==> src/rtl/ddr2_init_pkg.sv <==
package ddr2_init_pkg;

    typedef enum logic [3:0] {
        CMD_NOP    = 4'd0,
        CMD_PALL   = 4'd1,
        CMD_MRS    = 4'd2,
        CMD_EMRS   = 4'd3,
        CMD_REF    = 4'd4,
        CMD_NORMAL = 4'd5,
        CMD_WRITE  = 4'd6
    } ddr_cmd_e;

    typedef enum logic [1:0] {
        S_IDLE  = 2'd0,
        S_ISSUE = 2'd1,
        S_WAIT  = 2'd2,
        S_DONE  = 2'd3
    } seq_state_e;

    localparam int N_STEPS     = 15;
    localparam int DLL_RST_BIT = 8;
    localparam int OCD_LSB     = 7;
    localparam int COL_BASE    = 9;
    localparam int ROW_BASE    = 11;

endpackage

==> src/rtl/ddr2_bank_offset.sv <==
module ddr2_bank_offset #(
    parameter int CODE_W = 2,
    parameter int OFF_W  = 5
) (
    input  logic [CODE_W-1:0] col_code,
    input  logic [CODE_W-1:0] row_code,
    input  logic              interleave,
    input  logic              half_width,
    output logic [OFF_W-1:0]  bank_pos
);
    import ddr2_init_pkg::*;

    int sum;

    always_comb begin
        sum = int'(col_code) + COL_BASE;
        if (!interleave) begin
            sum = sum + int'(row_code) + ROW_BASE;
        end
        sum = sum + (half_width ? 1 : 2);
        bank_pos = OFF_W'(sum);
    end

endmodule

==> src/rtl/ddr2_step_decode.sv <==
module ddr2_step_decode #(
    parameter int ADDR_W = 32,
    parameter int OFF_W  = 5,
    parameter int STEP_W = 4
) (
    input  logic [STEP_W-1:0] step,
    input  logic [OFF_W-1:0]  bank_pos,
    output logic [3:0]        op,
    output logic [ADDR_W-1:0] addr
);
    import ddr2_init_pkg::*;

    logic [ADDR_W-1:0] bank1_a;
    logic [ADDR_W-1:0] bank2_a;
    logic [ADDR_W-1:0] bank3_a;
    logic [ADDR_W-1:0] dll_a;
    logic [ADDR_W-1:0] ocd_a;

    always_comb begin
        bank1_a = ADDR_W'(1) << bank_pos;
        bank2_a = ADDR_W'(2) << bank_pos;
        bank3_a = ADDR_W'(3) << bank_pos;
        dll_a   = ADDR_W'(1) << DLL_RST_BIT;
        ocd_a   = ADDR_W'(7) << OCD_LSB;
        op      = CMD_NOP;
        addr    = '0;
        case (step)
            STEP_W'(0), STEP_W'(1): op = CMD_NOP;
            STEP_W'(2), STEP_W'(7): op = CMD_PALL;
            STEP_W'(3): begin op = CMD_EMRS; addr = bank2_a; end
            STEP_W'(4): begin op = CMD_EMRS; addr = bank3_a; end
            STEP_W'(5): begin op = CMD_EMRS; addr = bank1_a; end
            STEP_W'(6): begin op = CMD_MRS;  addr = dll_a;   end
            STEP_W'(8), STEP_W'(9): op = CMD_REF;
            STEP_W'(10): op = CMD_MRS;
            STEP_W'(11): begin op = CMD_EMRS; addr = bank1_a | ocd_a; end
            STEP_W'(12): begin op = CMD_EMRS; addr = bank1_a; end
            STEP_W'(13): op = CMD_NORMAL;
            STEP_W'(14): op = CMD_WRITE;
            default: op = CMD_NOP;
        endcase
    end

endmodule

==> src/rtl/ddr2_wait_timer.sv <==
module ddr2_wait_timer #(
    parameter int CNT_W = 16
) (
    input  logic             clk,
    input  logic             rst_n,
    input  logic             load,
    input  logic [CNT_W-1:0] load_val,
    output logic             zero
);
    logic [CNT_W-1:0] cnt_d, cnt_q;

    always_comb begin
        cnt_d = cnt_q;
        if (load) begin
            cnt_d = load_val;
        end else if (cnt_q != '0) begin
            cnt_d = cnt_q - 1'b1;
        end
    end

    always_ff @(posedge clk or negedge rst_n) begin
        if (!rst_n) cnt_q <= '0;
        else        cnt_q <= cnt_d;
    end

    assign zero = (cnt_q == '0);

    // once expired and not reloaded, the timer stays expired
    p_zero_holds_r6: assert property (@(posedge clk) disable iff (!rst_n)
        zero && !load |=> zero);

endmodule

==> src/rtl/ddr2_init_seq.sv <==
module ddr2_init_seq #(
    parameter int ADDR_W       = 32,
    parameter int CODE_W       = 2,
    parameter int PWR_WAIT_CYC = 50000
) (
    input  logic              clk,
    input  logic              rst_n,
    input  logic              start,
    input  logic [CODE_W-1:0] col_code,
    input  logic [CODE_W-1:0] row_code,
    input  logic              interleave,
    input  logic              half_width,
    output logic              cmd_valid,
    output logic [3:0]        cmd_op,
    output logic [ADDR_W-1:0] cmd_addr,
    input  logic              cmd_ready,
    output logic              done,
    output logic              refresh_en
);
    import ddr2_init_pkg::*;

    localparam int OFF_W   = $clog2(ADDR_W);
    localparam int STEP_W  = $clog2(N_STEPS);
    localparam int WAIT_W  = $clog2(PWR_WAIT_CYC + 1);
    localparam int POS_MIN = COL_BASE + 1;
    localparam int POS_MAX = COL_BASE + ROW_BASE + 2 * ((1 << CODE_W) - 1) + 2;
    localparam logic [STEP_W-1:0] LAST_STEP = STEP_W'(N_STEPS - 1);
    localparam logic [WAIT_W-1:0] WAIT_LOAD = WAIT_W'(PWR_WAIT_CYC - 1);

    typedef struct packed {
        seq_state_e        state;
        logic [STEP_W-1:0] step;
        logic [OFF_W-1:0]  pos;
        logic              done;
    } ctl_t;

    ctl_t ctl_d, ctl_q;
    logic [OFF_W-1:0] pos_calc;
    logic             tmr_load;
    logic             tmr_zero;

    ddr2_bank_offset #(.CODE_W(CODE_W), .OFF_W(OFF_W)) u_offset (
        .col_code   (col_code),
        .row_code   (row_code),
        .interleave (interleave),
        .half_width (half_width),
        .bank_pos   (pos_calc)
    );

    ddr2_step_decode #(.ADDR_W(ADDR_W), .OFF_W(OFF_W), .STEP_W(STEP_W)) u_decode (
        .step     (ctl_q.step),
        .bank_pos (ctl_q.pos),
        .op       (cmd_op),
        .addr     (cmd_addr)
    );

    ddr2_wait_timer #(.CNT_W(WAIT_W)) u_timer (
        .clk      (clk),
        .rst_n    (rst_n),
        .load     (tmr_load),
        .load_val (WAIT_LOAD),
        .zero     (tmr_zero)
    );

    always_comb begin
        ctl_d    = ctl_q;
        tmr_load = 1'b0;
        case (ctl_q.state)
            S_IDLE: begin
                if (start) begin
                    ctl_d.pos   = pos_calc;
                    ctl_d.step  = '0;
                    ctl_d.state = S_ISSUE;
                end
            end
            S_ISSUE: begin
                if (cmd_ready) begin
                    if (ctl_q.step == '0) begin
                        tmr_load    = 1'b1;
                        ctl_d.state = S_WAIT;
                    end else if (ctl_q.step == LAST_STEP) begin
                        ctl_d.state = S_DONE;
                        ctl_d.done  = 1'b1;
                    end else begin
                        ctl_d.step = ctl_q.step + 1'b1;
                    end
                end
            end
            S_WAIT: begin
                if (tmr_zero) begin
                    ctl_d.step  = STEP_W'(1);
                    ctl_d.state = S_ISSUE;
                end
            end
            default: ctl_d = ctl_q;
        endcase
    end

    always_ff @(posedge clk or negedge rst_n) begin
        if (!rst_n) begin
            ctl_q <= '{state: S_IDLE, step: '0, pos: '0, done: 1'b0};
        end else begin
            ctl_q <= ctl_d;
        end
    end

    assign cmd_valid  = (ctl_q.state == S_ISSUE);
    assign done       = ctl_q.done;
    assign refresh_en = (ctl_q.state == S_DONE);

    // a stalled command keeps its valid, op and address
    p_hold_while_stalled_r7: assert property (@(posedge clk) disable iff (!rst_n)
        cmd_valid && !cmd_ready |=> cmd_valid && $stable(cmd_op) && $stable(cmd_addr));

    // done is sticky
    p_done_sticky_r9: assert property (@(posedge clk) disable iff (!rst_n)
        done |=> done);

    // nothing is issued after completion, and refresh is enabled
    p_quiet_after_done_r9: assert property (@(posedge clk) disable iff (!rst_n)
        done |-> !cmd_valid && refresh_en);

    // completion follows acceptance of the dummy write
    p_done_after_write_r9: assert property (@(posedge clk) disable iff (!rst_n)
        $rose(done) |-> $past(cmd_valid && cmd_ready && cmd_op == CMD_WRITE));

    // latched bank position lies within the range the geometry allows
    p_pos_range_r2: assert property (@(posedge clk) disable iff (!rst_n)
        cmd_valid |-> (int'(ctl_q.pos) >= POS_MIN) && (int'(ctl_q.pos) <= POS_MAX));

    // nothing is presented before a start has been seen
    p_idle_quiet_r1: assert property (@(posedge clk) disable iff (!rst_n)
        !cmd_valid && !done && !start && ctl_q.state == S_IDLE |=> !cmd_valid);

endmodule

==> config.mk <==
export PLATFORM = sky130hd
export DESIGN_NAME = ddr2_init_seq
export DESIGN_NICKNAME = d
export VERILOG_FILES = /design/src/rtl/ddr2_init_pkg.sv /design/src/rtl/ddr2_bank_offset.sv /design/src/rtl/ddr2_step_decode.sv /design/src/rtl/ddr2_wait_timer.sv /design/src/rtl/ddr2_init_seq.sv
export SDC_FILE = /design/constraint.sdc
export NUM_CORES = 1
export LEC_CHECK = 0
export ABC_AREA = 1
export BUFFER_PORTS_ARGS = -buffer_cell sky130_fd_sc_hd__clkbuf_2
export CORE_AREA = 2 2 98 100
export DETAILED_ROUTE_END_ITERATION = 6
export DIE_AREA = 0 0 100 102
export PLACE_DENSITY_LB_ADDON = 0.2
export SYNTH_ARGS = -nofsm -noshare
export SYNTH_HDL_FRONTEND = slang
export SYNTH_HIERARCHICAL = 1
export SYNTH_SLANG_ARGS = --single-unit
==> constraint.sdc <==
create_clock -name clk -period 2.24 [get_ports clk]
set_input_delay 0.224 -clock clk [delete_from_list [all_inputs] [get_ports clk]]
set_output_delay 0.224 -clock clk [all_outputs]
set_load 0.02 [all_outputs]
==> results of run 1 <==
## worst paths after layout
check,endpoint,slack (ns),depth (start not counted)
hold / removal,done,0.27,3
setup / recovery,cmd_addr[22],0.15,8
max in group asynchronous,ctl_q[6],1.23,2
hold reg to reg,done,0.50,1
setup reg to reg,ctl_q[9],0.21,13
min in group asynchronous,u_timer/cnt_q[2],0.52,2
## sequential cells by signal, summed over array words and instances (netlist names)
| signal | count |
|---|---|
| ctl_q | 11 |
| done | 1 |
| u_timer/cnt_q | 16 |
## per-layer routing
| layer | GRT usage [%] | up-vias | share of wire [%] |
|---|---|---|---|
| li1 | - | 1648 | - |
| met1 | 18.8 | 1358 | 48 |
| met2 | 24.9 | 41 | 49 |
| met3 | 1.37 | 8 | 2.5 |
| met4 | 2.74 | 0 | 1.1 |
| met5 | 0 | - | 0 |
## layout make-up
class	instances	area, sq um
repair buffers	61	343
flip-flops and latches	28	706
inverters	66	248
multi-input cells	391	2180
well taps	111	139
clock buffers	4	55.1
fillers	992	5440
## repair_timing
item                                    in CTS  in global routing
buffers inserted                             0                  3
resized for setup                            1                 17
hold buffers                                 1                  0
pin swaps                                    0                  2
endpoints found under the setup margin      22                 33
endpoints found under the hold margin        2                  0
cloned                                       0                  1
## worst register-to-register path: stages, from the launching register on
cell and delay, ns:
dfrtp_1 0.41, inv_1 0.12, ha_1 0.29, nand2_4 0.11, nor2_4 0.13, nand3_1 0.11
nor3_1 0.16, inv_1 0.07, nand2_1 0.06, nand2_1 0.09, nor2_4 0.14, nand3_2 0.11
nand2_1 0.08, nand2_1 0.05
## layout by cell type (no fill, tap or decap), types with 2 or more instances in the layout
cell type,n
conb_1,17
a21oi_2,8
dfrtp_1,24
inv_2,10
xor2_1,3
o211ai_1,5
nand2_4,5
o21bai_2,3
inv_1,55
nand4_1,7
o21ai_0,9
nor2_1,63
nand2_2,12
a31oi_1,2
nand2_1,131
buf_2,2
xnor2_1,2
nand3b_1,4
clkbuf_8,4
buf_4,13
nand3_2,4
o21ai_1,4
mux2_2,5
nor2_4,5
a21oi_1,14
nand3_4,3
dfrtp_2,4
ha_1,15
clkbuf_2,45
nor2_2,16
nand3_1,43
## power by group through the flow
stage	clock, mW	combinational (mW)	sequential, mW
3_3_place_gp	0	1.81	1.02
5_1_grt	0.353	2.16	1.06
2_1_floorplan	0	1.57	0.910
4_1_cts	0.334	1.85	1.01
6_report	0.319	1.87	1.01
3_5_place_dp	0	1.84	1.02
## cells by family (layout without fill, tap and decap cells)
| kind of cell | Yosys count | count (layout) | share of synthesized area [%] |
|---|---|---|---|
| fa+ha+maj | 17 | 17 | 7.31 |
| simple gates | 298 | 299 | 45.6 |
| xor+xnor | 5 | 5 | 1.41 |
| compound gates | 47 | 47 | 9.76 |
| other cells | 3 | 17 | 0.362 |
| buf+inv | 79 | 131 | 10.9 |
| mux | 6 | 6 | 2.13 |
| flops | 28 | 28 | 22.5 |
==> metrics.cfg, run 1 <==
[detailed_routing]
firstDrtPassIters=4
wl_microns=7060
vias=3055
viasPerCell=4.62
detail_route.wl_per_cell_microns=10.7
antenna_left=0
drt_iter0_markers=112
route.detailed.drc=0

[finish]
final_util_pct=40.2
antennaDiodeCount=0
area_growth_pct=17.7
drive_gt1_share_pct=26.2
instances_no_fill=661
fin_nets=578
final_cell_area_sq_um=3670

[placement]
dpl.hpwl_microns=5520
place_congestion=0.886
pre_cts_ws_ns=-0.204
placedCellCount=652
dpl_cell_area_sq_um=3530
io_buffers=47

[cts]
cts_buffers=3
cts.reportedPaths.clkPinSlew_ns=0.10
h-tree-depth=1
tritoncts=done
clock_tree.root_cell=clkbuf_8
cts_max_path_buffers=2
clock_latency_ns=0.28
clock_sinks=28

[logic_synthesis]
synth_area_leaders=dfrtp_1, nand2_1, nor2_1
synth_warnings=6
ys_seq_area_share_pct=22.5
ys_async_sr_fraction_pct=100
synth_flop_cell=dfrtp_1
synth_seq_cells=28
ys_top_cells_by_count=nand2_1, nor2_1, inv_1
synth_top_cell_area_share_pct=22.5
synth_cells=483
synth_edf_count=0
synth_area_leader_cell=dfrtp_1
synth_area_per_cell_sq_um=6.45
ys_types=41
netlist_area_sq_um=3110
yosysMostFrequentCell=nand2_1

[setup_path]
path_common_cell=nand2_4
cp_max_fo=13
critPathArrivalTime_ns=1.87
crit_required_ns=2.02
slowest_delay_ns=0.48
worstSetupPathType=reg2out
cpLargestDelayFamily=simple AND/OR/NAND/NOR gates
critPathBufInv=1
crit_start=ctl_q[7]
cp_slowest_cell=dfrtp_2
cp_cell_sequence=nor2_2, nand2_2, nand2_4, nor2_2, nand2_4, nand2_4, a21oi_1, buf_2
worst_setup_path_end_kind=primary output
reg2reg_from=u_timer/cnt_q[0]
start_kind=flop

[die]
rows=35
die_area_sq_um=10200
start_util_pct=34.2
dieHeight_microns=102
pin_count=49
die_w_microns=100
core_sq_um=9110

[sta]
min_period_over_period_pct=93.5
worst_pin_slew_ns=0.704
hold_viol_final=0
timing.fmax_mhz=478
setup_viol=0
slew_viol_final=0
hold_ws_ns=0.267
min_period_ns=2.09
setup_slack_ns=0.146
relSlewSlack_pct=53.1
tns_ns=0
finClkSkew_ns=0.00483

[global_routing]
grt-ovfl-total=0
grtUsageTotal_pct=14.0
grt_pass1_wl_microns=12200
antenna_found_initial=0
grt_pass1_vias=2760
grt_max_degree=29

[power]
power_frac_seq_pct=31.6
clock_power_share_pct=10.0
worst_ir_drop_vdd_mv=0.375
comb_power_share_pct=58.4
p_sw_share_pct=51.5
p_switching_mw=1.65
p_leak_nw=1.93
fin_total_pwr_mw=3.20
cellPowerDensity_nw_per_um2=873
p_int_mw=1.55

[run]
drv_cap=0

[min_path]
hold_class=in2reg
holdCritStartpoint=cmd_ready

[outcome]
status=finished, final reports clean

Note: power is estimated with default switching activity, not from simulation.
==> run 2: changes to the inputs <==
Settings changed: ABC_AREA 1 to not set, CORE_AREA 2 2 98 100 to 10 10 101 103, DIE_AREA 0 0 100 102 to 0 0 111 113.
==> metrics.cfg, run 2 <==
[outcome]
status=finished with violations
violations=hold timing

[sta]
relSlewSlack_pct=51.3
min_period_ns=2.22
min_period_over_period_pct=99.0
timing.fmax_mhz=451
setup_viol=0
slew_viol_final=0
finClkSkew_ns=0.00614
worst_pin_slew_ns=0.730
tns_ns=0
hold_ws_ns=-0.0194
hold_viol_final=28
rsz0062_at_grt=yes

[cts]
clock_sinks=28
clock_tree.root_cell=clkbuf_8
cts.reportedPaths.clkPinSlew_ns=0.10
tritoncts=done
cts_buffers=3
clock_latency_ns=0.28
h-tree-depth=1
postCtsHoldBufs=0
cts_max_path_buffers=2

[logic_synthesis]
synth_cells=314
ys_async_sr_fraction_pct=100
ys_seq_area_share_pct=25.2
synth_flop_cell=dfrtp_1
yosysMostFrequentCell=dfrtp_1
ys_types=76
synth_top_cell_area_share_pct=25.2
synth_warnings=6
ys_top_cells_by_count=dfrtp_1, nor2_1, nand2_1
synth_area_leaders=dfrtp_1, ha_1, nor2_1
netlist_area_sq_um=2780
synth_edf_count=0
synth_area_per_cell_sq_um=8.85
synth_seq_cells=28
synth_area_leader_cell=dfrtp_1

[detailed_routing]
firstDrtPassIters=4
wl_microns=7140
antenna_left=0
detail_route.wl_per_cell_microns=14.2
viasPerCell=5.03
vias=2526
route.detailed.drc=0
drt_iter0_markers=66

[finish]
instances_no_fill=502
largest_register_ffs=16
layout_common_cells=buf_4, clkbuf_2, dfrtp_1
antennaDiodeCount=0
fill_cells=769
fin_nets=425
drive_gt1_share_pct=40.3
area_growth_pct=35.9
final_cell_area_sq_um=3780
largest_register=u_timer/cnt_q
layout_commonest_cell=buf_4

[setup_path]
reg2reg_from=u_timer/cnt_q[1]
crit_required_ns=2.02
worst_setup_path_end_kind=primary output
start_kind=flop
cp_max_fo=12
critPathArrivalTime_ns=1.99
crit_start=ctl_q[6]
worstSetupPathType=reg2out

[die]
rows=33
core_sq_um=8130
dieHeight_microns=113
die_w_microns=111
start_util_pct=34.2
pin_count=49
die_area_sq_um=12500

[global_routing]
grt_pass1_wl_microns=11900
grt_pass1_vias=2422
grt-ovfl-total=0
antenna_found_initial=0
grtUsageTotal_pct=10.7
grt_max_degree=29

[placement]
place_congestion=0.780
dpl_cell_area_sq_um=3310
dpl.hpwl_microns=5120
placedCellCount=481
io_buffers=47

[power]
cellPowerDensity_nw_per_um2=975
p_leak_nw=1.56
worst_ir_drop_vdd_mv=0.534

[run]
drv_cap=0

[min_path]
hold_class=in2async

==> run 2: path summary, 6_finish.rpt <==
| kind | endpoint | slack (ns) | cells after the start |
|---|---|---|---|
| max in group asynchronous | ctl_q[2] | 1.75 | 1 |
| hold / removal | u_timer/cnt_q[6] | -0.02 | 1 |
| hold reg to reg | done | 0.47 | 1 |
| min in group clk | done | 0.26 | 2 |
| setup reg to reg | ctl_q[6] | 0.12 | 10 |
| setup / recovery | cmd_addr[10] | 0.02 | 6 |
==> run 2: area by class of cell <==
| cell class | count | area [sq um] | share of cell area (%) |
|---|---|---|---|
| Sequential cell | 28 | 704 | 18.7 |
| Inverter | 16 | 60.1 | 1.59 |
| Clock buffer | 3 | 41.3 | 1.09 |
| Tap cell | 105 | 131 | 3.48 |
| Timing Repair Buffer | 87 | 662 | 17.5 |
| Clock inverter | 1 | 30.0 | 0.795 |
| Multi-Input combinational cell | 262 | 2150 | 56.9 |
==> run 2: metal layers <==
metal	part of all wire [%]	wire length (microns)	global-route usage, %
met1	44	3160	13.8
met2	51	3660	18.1
met3	3.2	230	2.11
met4	1.1	80	2.34
met5	0	0	0
==> run 2: cells by family after synthesis <==
family	count (synthesis)	synth area share, %
multiplexers	13	5.04
buffers and inverters	38	6.71
adder cells (fa/ha/maj)	18	8.60
XOR/XNOR	11	3.47
AND/OR/NAND/NOR	144	32.8
flip-flops	28	25.2
AO/OA/AOI/OAI	59	17.8
other	3	0.405
==> run 2: what timing repair did <==
item,in CTS,in global routing
cloned,1,0
buffers inserted,8,8
endpoints found under the setup margin,28,31
resized for setup,17,59
pin swaps,4,15
==> run 2: power by group <==
part           internal, mW  switching (mW)  total, mW
sequential            0.737           0.302       1.04
clock                 0.240           0.168      0.408
combinational          1.09            1.14       2.23
==> run 2: through the flow <==
stage	setup slack (ns)	power (mW)	util [%]
floorplan	-0.0120	2.50	-
global placement	-0.199	2.96	40.7
detailed placement	-0.228	3.00	40.7
CTS	-0.0114	3.51	43.5
global route	-0.0642	4.00	46.4
finish	0.0226	3.68	46.4
==> run 2: critical path: stages (launching register included) <==
cell and delay [ns]:
dfrtp_1 0.42, buf_12 0.15, or4b_4 0.54, a31oi_4 0.23, o21bai_4 0.10, nor2_1 0.12
buf_4 0.16
